[src/rtl/sbm_pkg.sv]
package sbm_pkg;

  typedef enum logic [1:0] {
    ST_IDLE  = 2'd0,
    ST_BURST = 2'd1,
    ST_TURN  = 2'd2
  } sbm_state_e;

  // Latency field encodes clocks minus this bias.
  localparam int unsigned LAT_BIAS = 2;

endpackage

[src/rtl/sbm_clkgen.sv]
module sbm_clkgen #(
  parameter int DIV_W = 4
) (
  input  logic             clk,
  input  logic             rst_n,
  input  logic             run,
  input  logic [DIV_W-1:0] div_m1,
  output logic             mem_clk,
  output logic             rise_now,
  output logic             end_now
);

  logic [DIV_W-1:0] ph_q;
  logic [DIV_W-1:0] last_ph;
  logic [DIV_W-1:0] lo_last;

  // A ratio field of zero is raised to one so that the clock keeps both phases.
  always_comb begin
    last_ph = (div_m1 == '0) ? DIV_W'(1) : div_m1;
    // The low phase is ceil(D/2) cycles, so it ends at floor((D-1)/2).
    lo_last = last_ph >> 1;
  end

  always_ff @(posedge clk or negedge rst_n) begin
    if (!rst_n) begin
      ph_q    <= '0;
      mem_clk <= 1'b0;
    end else if (!run) begin
      ph_q    <= '0;
      mem_clk <= 1'b0;
    end else if (ph_q == last_ph) begin
      ph_q    <= '0;
      mem_clk <= 1'b0;
    end else begin
      ph_q <= ph_q + DIV_W'(1);
      if (ph_q == lo_last) mem_clk <= 1'b1;
    end
  end

  // The edge that raises mem_clk, and the edge that closes the period.
  assign rise_now = run && (ph_q == lo_last);
  assign end_now  = run && (ph_q == last_ph);

endmodule

[src/rtl/sbm_seq.sv]
module sbm_seq
  import sbm_pkg::*;
#(
  parameter int ADDR_W = 26,
  parameter int DIV_W  = 4,
  parameter int LAT_W  = 4,
  parameter int LEN_W  = 4,
  parameter int TURN_W = 4
) (
  input  logic              clk,
  input  logic              rst_n,
  input  logic              req_valid,
  input  logic [ADDR_W-1:0] req_addr,
  input  logic [DIV_W-1:0]  cfg_div_m1,
  input  logic [LAT_W-1:0]  cfg_lat,
  input  logic [LEN_W-1:0]  cfg_len_m1,
  input  logic [TURN_W-1:0] cfg_turn,
  input  logic              rise_now,
  input  logic              end_now,
  input  logic              mem_wait_n,
  output logic              req_ready,
  output logic              run,
  output logic [DIV_W-1:0]  div_q,
  output logic              mem_ce_n,
  output logic              mem_adv_n,
  output logic [ADDR_W-1:0] mem_addr,
  output logic              cap_now
);

  localparam int LATC_W = LAT_W + 1;
  localparam int WCNT_W = LEN_W + 1;

  sbm_state_e        state_q;
  logic [LATC_W-1:0] lat_left_q;
  logic [WCNT_W-1:0] words_left_q;
  logic [TURN_W-1:0] turn_q;
  logic [TURN_W-1:0] tcnt_q;
  logic [ADDR_W-1:0] addr_q;
  logic              accept;
  logic              data_edge;
  logic              burst_done;

  assign req_ready  = (state_q == ST_IDLE);
  assign run        = (state_q == ST_BURST);
  assign accept     = req_valid && req_ready;
  assign burst_done = (words_left_q == '0);
  // Once the latency edges are used up, every rise is a data edge until the count is spent.
  assign data_edge  = rise_now && (lat_left_q == '0) && !burst_done;
  assign cap_now    = data_edge && mem_wait_n;
  assign mem_addr   = addr_q;

  always_ff @(posedge clk or negedge rst_n) begin
    if (!rst_n) begin
      state_q      <= ST_IDLE;
      lat_left_q   <= '0;
      words_left_q <= '0;
      turn_q       <= '0;
      tcnt_q       <= '0;
      addr_q       <= '0;
      div_q        <= '0;
      mem_ce_n     <= 1'b1;
      mem_adv_n    <= 1'b1;
    end else begin
      unique case (state_q)
        ST_IDLE: begin
          if (accept) begin
            state_q      <= ST_BURST;
            addr_q       <= req_addr;
            div_q        <= cfg_div_m1;
            lat_left_q   <= {1'b0, cfg_lat} + LATC_W'(LAT_BIAS);
            words_left_q <= {1'b0, cfg_len_m1} + WCNT_W'(1);
            turn_q       <= cfg_turn;
            mem_ce_n     <= 1'b0;
            mem_adv_n    <= 1'b0;
          end
        end
        ST_BURST: begin
          if (rise_now && (lat_left_q != '0)) lat_left_q <= lat_left_q - LATC_W'(1);
          if (cap_now) words_left_q <= words_left_q - WCNT_W'(1);
          if (end_now) mem_adv_n <= 1'b1;
          if (end_now && burst_done) begin
            mem_ce_n <= 1'b1;
            if (turn_q == '0) begin
              state_q <= ST_IDLE;
            end else begin
              state_q <= ST_TURN;
              tcnt_q  <= turn_q - TURN_W'(1);
            end
          end
        end
        ST_TURN: begin
          if (tcnt_q == '0) state_q <= ST_IDLE;
          else              tcnt_q  <= tcnt_q - TURN_W'(1);
        end
        default: state_q <= ST_IDLE;
      endcase
    end
  end

endmodule

[src/rtl/sbm_capture.sv]
module sbm_capture #(
  parameter int DATA_W = 16
) (
  input  logic              clk,
  input  logic              rst_n,
  input  logic              cap_now,
  input  logic [DATA_W-1:0] mem_dq,
  output logic              rd_valid,
  output logic [DATA_W-1:0] rd_data
);

  always_ff @(posedge clk or negedge rst_n) begin
    if (!rst_n) begin
      rd_valid <= 1'b0;
      rd_data  <= '0;
    end else begin
      rd_valid <= cap_now;
      if (cap_now) rd_data <= mem_dq;
    end
  end

endmodule

[src/rtl/sbm_burst_rd.sv]
module sbm_burst_rd #(
  parameter int ADDR_W = 26,
  parameter int DATA_W = 16,
  parameter int DIV_W  = 4,
  parameter int LAT_W  = 4,
  parameter int LEN_W  = 4,
  parameter int TURN_W = 4
) (
  input  logic              clk,
  input  logic              rst_n,
  input  logic [DIV_W-1:0]  cfg_div_m1,
  input  logic [LAT_W-1:0]  cfg_lat,
  input  logic [LEN_W-1:0]  cfg_len_m1,
  input  logic [TURN_W-1:0] cfg_turn,
  input  logic              req_valid,
  output logic              req_ready,
  input  logic [ADDR_W-1:0] req_addr,
  output logic              mem_clk,
  output logic              mem_ce_n,
  output logic              mem_adv_n,
  output logic [ADDR_W-1:0] mem_addr,
  input  logic              mem_wait_n,
  input  logic [DATA_W-1:0] mem_dq,
  output logic              rd_valid,
  output logic [DATA_W-1:0] rd_data
);

  logic             run;
  logic             rise_now;
  logic             end_now;
  logic             cap_now;
  logic [DIV_W-1:0] div_q;

  sbm_seq #(
    .ADDR_W(ADDR_W), .DIV_W(DIV_W), .LAT_W(LAT_W), .LEN_W(LEN_W), .TURN_W(TURN_W)
  ) u_seq (
    .clk        (clk),
    .rst_n      (rst_n),
    .req_valid  (req_valid),
    .req_addr   (req_addr),
    .cfg_div_m1 (cfg_div_m1),
    .cfg_lat    (cfg_lat),
    .cfg_len_m1 (cfg_len_m1),
    .cfg_turn   (cfg_turn),
    .rise_now   (rise_now),
    .end_now    (end_now),
    .mem_wait_n (mem_wait_n),
    .req_ready  (req_ready),
    .run        (run),
    .div_q      (div_q),
    .mem_ce_n   (mem_ce_n),
    .mem_adv_n  (mem_adv_n),
    .mem_addr   (mem_addr),
    .cap_now    (cap_now)
  );

  sbm_clkgen #(.DIV_W(DIV_W)) u_clkgen (
    .clk      (clk),
    .rst_n    (rst_n),
    .run      (run),
    .div_m1   (div_q),
    .mem_clk  (mem_clk),
    .rise_now (rise_now),
    .end_now  (end_now)
  );

  sbm_capture #(.DATA_W(DATA_W)) u_capture (
    .clk      (clk),
    .rst_n    (rst_n),
    .cap_now  (cap_now),
    .mem_dq   (mem_dq),
    .rd_valid (rd_valid),
    .rd_data  (rd_data)
  );

endmodule

[config.mk]
export PLATFORM = sky130hd
export DESIGN_NAME = sbm_burst_rd
export DESIGN_NICKNAME = d
export VERILOG_FILES = /design/src/rtl/sbm_pkg.sv /design/src/rtl/sbm_clkgen.sv /design/src/rtl/sbm_seq.sv /design/src/rtl/sbm_capture.sv /design/src/rtl/sbm_burst_rd.sv
export SDC_FILE = /design/constraint.sdc
export NUM_CORES = 1
export LEC_CHECK = 0
export BUFFER_PORTS_ARGS = -buffer_cell sky130_fd_sc_hd__buf_2
export CORE_MARGIN = 10
export CORE_UTILIZATION = 55
export DETAILED_ROUTE_END_ITERATION = 10
export PLACE_DENSITY = 0.81
export RECOVER_POWER = 100
export SLEW_MARGIN = 40
export SYNTH_ARGS = -nofsm -noshare
export SYNTH_HDL_FRONTEND = slang
export SYNTH_HIERARCHICAL = 1
export SYNTH_SLANG_ARGS = --single-unit
[constraint.sdc]
create_clock -name clk -period 6.4 [get_ports clk]
set_clock_uncertainty 0.15 [all_clocks]
set_input_delay 1.28 -clock clk [delete_from_list [all_inputs] [get_ports clk]]
set_output_delay 1.28 -clock clk [all_outputs]
set_load 0.02 [all_outputs]
After elaboration in Yosys (flattened, before gate mapping)

Cells that the tools add are included.

$add $sub $neg: 7
Equal/unequal tests: 13
Muxes and demuxes: 26
Reduce and logical (&&, ||, !) cells: 25

Operator list:

| kind                                                   | count |
|---|---|
| two-way mux 4 bit                                      | 6 |
| two-way mux 5 bit                                      | 4 |
| case mux 5 bit (2 select lines)                        | 2 |
| AND reduction 3 bit                                    | 5 |
| zero test 4 bit                                        | 3 |
| inequality test 2 bit (second input constant)          | 6 |
| zero test 5 bit                                        | 2 |
| subtractor 5 x 1 -> 5 bit (second input constant)      | 2 |
| logical AND 1 bit                                      | 8 |
| two-way mux 2 bit                                      | 4 |
| case mux 4 bit (2 select lines)                        | 1 |
| subtractor 4 x 1 -> 4 bit (second input constant)      | 2 |
| two-way mux 1 bit                                      | 6 |
| case mux 2 bit (3 select lines)                        | 1 |
| adder 4 x 1 -> 5 bit (second input constant)           | 1 |
| adder 4 x 2 -> 5 bit (second input constant)           | 1 |
| nonzero test 5 bit                                     | 1 |
| adder 4 x 1 -> 4 bit (second input constant)           | 1 |
| equality test 4 x 3 -> 1 bit                           | 1 |
| equality test 4 bit                                    | 1 |
| inequality test 2 x 1 -> 1 bit (second input constant) | 2 |
| case mux 1 bit (2 select lines)                        | 2 |
| AND reduction 4 bit                                    | 1 |
| nonzero test 2 bit                                     | 2 |
| other kinds (6)                                        | 6 |

Flip-flop bits (word level): 74
Input port bits: 62
Output and inout bits: 47
Word-level logic and storage cells: 84

Logic depth before layout (Yosys ltp)

Word-level depth: 9
Mapped depth: 10
Mapped depth without buffers: 8

Hierarchy

Netlist, hierarchy kept.

By module, submodules not included:

| module      | times used | cells an instance | area an instance (sq um) | sequential area each (sq um) |
|---|---|---|---|---|
| sbm_seq     | 1          | 271               | 2431.1                   | 1303.8 |
| sbm_capture | 1          | 35                | 674.4                    | 425.4 |
| sbm_clkgen  | 1          | 32                | 330.3                    | 125.1 |

Worst setup path after synthesis

OpenSTA, ideal clock, no wires.

Path type: register -> register
Start: register u_seq.div_q[3]
End: register u_capture.rd_data[10]
Setup time: 125 ps
Arrival: 2331 ps
Required time: 6125 ps
Setup slack: 3794 ps
Stages on the path, launching flop included: 9
Buffers on the path: 2
Period minus slack after synthesis: 2606 ps
Path through: dfrtp_1 > xor2_1 > or4_4 > nor2_1 > nand2_1 > nor3_1 > buf_6 > buf_12 > mux2_4

Word-level cells in the longest chain between the ends: 7

Ends and longest elaborated chain:

| what                               | line               | source |
|---|---|---|
| from (decl)                        | sbm_seq.sv:23      | `output logic [DIV_W-1:0] div_q,` |
| from (signal assigned)             | sbm_seq.sv:69      | `div_q <= cfg_div_m1;` |
| zero test 4 bit                    | sbm_clkgen.sv:19   | `last_ph = (div_m1 == '0) ? DIV_W'(1) : div_m1;` |
| two-way mux 4 bit (*)              | sbm_clkgen.sv:19   |  |
| equality test 4 x 3 -> 1 bit (*)   | sbm_clkgen.sv:41   | `assign rise_now = run && (ph_q == lo_last);` |
| logical AND 1 bit (*)              | sbm_clkgen.sv:41   |  |
| via rise_now                       | sbm_burst_rd.sv:29 | `logic rise_now;` |
| logical AND 1 bit (*) (2 in a row) | sbm_seq.sv:48      | `assign data_edge = rise_now && (lat_left_q == '0) && !burst_done;` |
| logical AND 1 bit (*)              | sbm_seq.sv:49      | `assign cap_now = data_edge && mem_wait_n;` |
| via cap_now                        | sbm_burst_rd.sv:31 | `logic cap_now;` |
| to (signal assigned)               | sbm_capture.sv:18  | `if (cap_now) rd_data <= mem_dq;` |
| to (decl)                          | sbm_capture.sv:9   | `output logic [DATA_W-1:0] rd_data` |

The timed path passes the listed nets; every way through them passes the cells marked *.
A chain may end at the register's enable or synchronous reset.

Worst setup path in the final report

Start: input port req_valid
End: register u_seq.addr_q[23] (netlist: u_seq/mem_addr[23])

Word-level cells in the longest chain between the ends: 2

Ends and longest elaborated chain:

| what                          | line               | source |
|---|---|---|
| from (decl)                   | sbm_burst_rd.sv:15 | `input logic req_valid,` |
| logical AND 1 bit             | sbm_seq.sv:45      | `assign accept = req_valid && req_ready;` |
| AND reduction 2 bit (no line) | --                 |  |
| to (signal assigned)          | sbm_seq.sv:68      | `addr_q <= req_addr;` |
| to (decl)                     | sbm_seq.sv:38      | `logic [ADDR_W-1:0] addr_q;` |

No other way between the ends.

==> results.toml <==
[grt]
antenna_found_initial = 1
grt_pass1_vias = 2783
grt_pass1_wl_um = 13080
grt_use_total = 0.1607
grt_overflow = 0
grt_max_degree = 75

[yosys]
yosysUniqueCellTypes = 54
synth_seq_area_share = 0.5397
async_reset_ff_frac = 1.000
yosysTopAreaCellShare = 0.5244
synth_enable_flop_cells = 0
ys_warn_count = 6
netlist_instances = 338
syn_nets = 406
yosys_most_used_dff = "dfrtp_1"
syn_area_per_cell_um2 = 10.17
synth-seq-cells = 74
synth_area_leaders = "dfrtp_1 52%, nand2_1 13%, mux2_4 4.4%"
yosysTopAreaCell = "dfrtp_1"
syn_area_um2 = 3436

[timing]
finalCriticalPeriod_ps = 3827
fin_hold_ws_ps = 326.3
max_clock_freq_ghz = 0.2613
hold_viol = 0
tightest_slew_ps = 1570
setup_viol = 0
tns_ps = 0
maxSlewViolCount = 15
rsz0062_at_grt = "no"
relSlewSlack = -0.04913
fin_crit_sh = 0.5980

[min_path]
holdPathStages = 2
hp-class = "flip-flop to flip-flop"
min_from = "u_seq/mem_addr[11]"

[die]
die_x_um = 99.04
core_um2 = 5991
initial_core_util = 0.5735
dieArea_um2 = 9808
rows = 28
io_pins = 109
die_h_um = 99.04

[final_layout]
nets = 516
fin_cells = 528
mostFrequentLayoutCells = "116 x nand2_1, 72 x dfrtp_1, 60 x buf_2"
fillCellCount = 501
layout-drive-gt1-share = 0.2097
area_growth_syn_to_layout_pct = 20.50
antennaDiodeCount = 0
layout_commonest_cell = "nand2_1"

[clock_tree]
cts_buffers = 9
clk_root_buffer_cell = "clkbuf_8"
cts_buffer_depth = 2
cts_hold_buf = 0
cts_resized = 0
clk_latency_ps = 340
cts_tree = "done"
clock_sinks = 74
clk_pin_slew_ps = 80
cts_setup_buffers = 0
htree_levels = 3

[setup_path]
end_kind = "flip-flop"
crit_start = "req_valid"
crit_fanout = 32
crit_type = "input pin to flip-flop"
path_delay_family = "simple AND/OR/NAND/NOR gates"
arrival_ps = 3970
cp.depth = 5
cpMostUsedCell = "nand2_1"
reg2reg_from = "u_seq/state_q[1]"
cpPeakStageDelay_ps = 1220
crit_slowest_cell = "nor3b_1"
required_ps = 6540
r2r_cells = 8
crit_chain = "buf_2 > nor3b_1 > clkbuf_1 > nand2_1 > nand2_1"
path_buf_inv = 2
setup.worst_path.start_class = "input pin"

[route]
drtAntennaViolNets = 0
num_vias = 2768
drc = 0
drt-total-wl_um = 7986
first_pass_iters = 5
wl_per_cell_um = 15.13
drtIter0Drc = 119
drt-vias-per-instance = 5.242

[run]
cap_violations = 1

[power]
power.density_nw_per_um2 = 474.7
power_leakage_nw = 2.088
ir_drop_uv = 281.3

[outcome]
violations = "capacitance limit, slew limit"
outcome = "finished, violations left"

[placement]
gp_congestion = 0.8174
io_buffers = 108
dp_hpwl_um = 5758
post-place-cells = 512
[cell usage after synthesis, drive strengths merged (2+ instances only)]
library cell  instances
a211oi                4
a21o                  2
a21oi                10
a221oi                2
a31oi                 4
buf                   3
clkbuf                9
dfrtp                72
dfstp                 2
ha                    6
inv                   9
mux2                 17
mux2i                 3
nand2               116
nand2b                2
nand3                 4
nor2                 12
nor3                 10
nor3b                 3
o21ai                 9
o22ai                 2
or2                   3
or3                   2
or4                   3
or4b                  2
xnor2                 2
xor2                  9
[report_power, final]
| group | switching (W) | leakage, nW | internal [W] | total [W] |
|---|---|---|---|---|
| logic | 0.000477 | 1.04 | 0.000272 | 0.000749 |
| registers | 0.000145 | 0.938 | 0.000660 | 0.000805 |
| clock network | 0.000180 | 0.109 | 0.000231 | 0.000411 |
| total | 0.000802 | 2.09 | 0.00116 | 0.00197 |
[per-layer routing]
layer / track usage / vias up / wire [um]
met4: 0.06064 / 2 / 87
met1: 0.1941 / 1304 / 3589
li1: - / 1362 / -
met5: 0 / - / 13
met3: 0.06425 / 12 / 719
met2: 0.2520 / 88 / 3576
[flip-flops by register name (all words and copies together) (netlist names), 2 cells and up]
name and count:
u_seq/mem_addr 26, u_capture/rd_data 16, u_seq/lat_left_q 5, u_seq/words_left_q 5, u_clkgen/ph_q 4, u_seq/div_q 4, u_seq/tcnt_q 4, u_seq/turn_q 4
u_seq/state_q 2
[cells by family after synthesis]
logic type | after synthesis | synth area share
AO/OA/AOI/OAI | 41 | 0.08376
XOR/XNOR | 11 | 0.02804
adder cells (fa/ha/maj) | 6 | 0.02185
buffers and inverters | 21 | 0.03022
flip-flops | 74 | 0.5397
multiplexers | 20 | 0.07538
AND/OR/NAND/NOR | 165 | 0.2210
[metrics by stage]
step	power [W]	worst slack [ps]	utilization	instance area, um^2
global route	0.002111	2280	0.6911	4140
CTS	0.002034	3566	0.7122	4267
floorplan	0.001356	3794	-	3436
finish	0.001965	2573	0.6911	4140
detailed placement	0.001619	3372	0.6744	4040
global placement	0.001585	3441	0.6738	4036
[area by class of cell]
cell class	instances	area, um^2	area share
Sequential cell	74	1854	0.4479
Clock inverter	6	88.84	0.02146
Tap cell	75	93.84	0.02267
Multi-Input combinational cell	243	1433	0.3460
Clock buffer	10	137.6	0.03324
Timing Repair Buffer	111	499.2	0.1206
Inverter	9	33.78	0.008160
[final timing paths]
path | endpoint | slack, ps
worst max-delay path | u_seq/mem_addr[23] | 2570
worst min-delay path | u_seq/mem_addr[11] | 330
worst max register to register | u_capture/rd_data[3] | 2990
worst min register to register | u_seq/mem_addr[11] | 330
max in group asynchronous | u_seq/words_left_q[4] | 4850
min in group asynchronous | u_seq/lat_left_q[2] | 780
[worst min-delay path: stages, from the launching register on]
cell and delay, ps:
dfrtp_1 340, nand2_1 50, nand2_1 50
No activity file was read; power rests on OpenSTA's default activity.
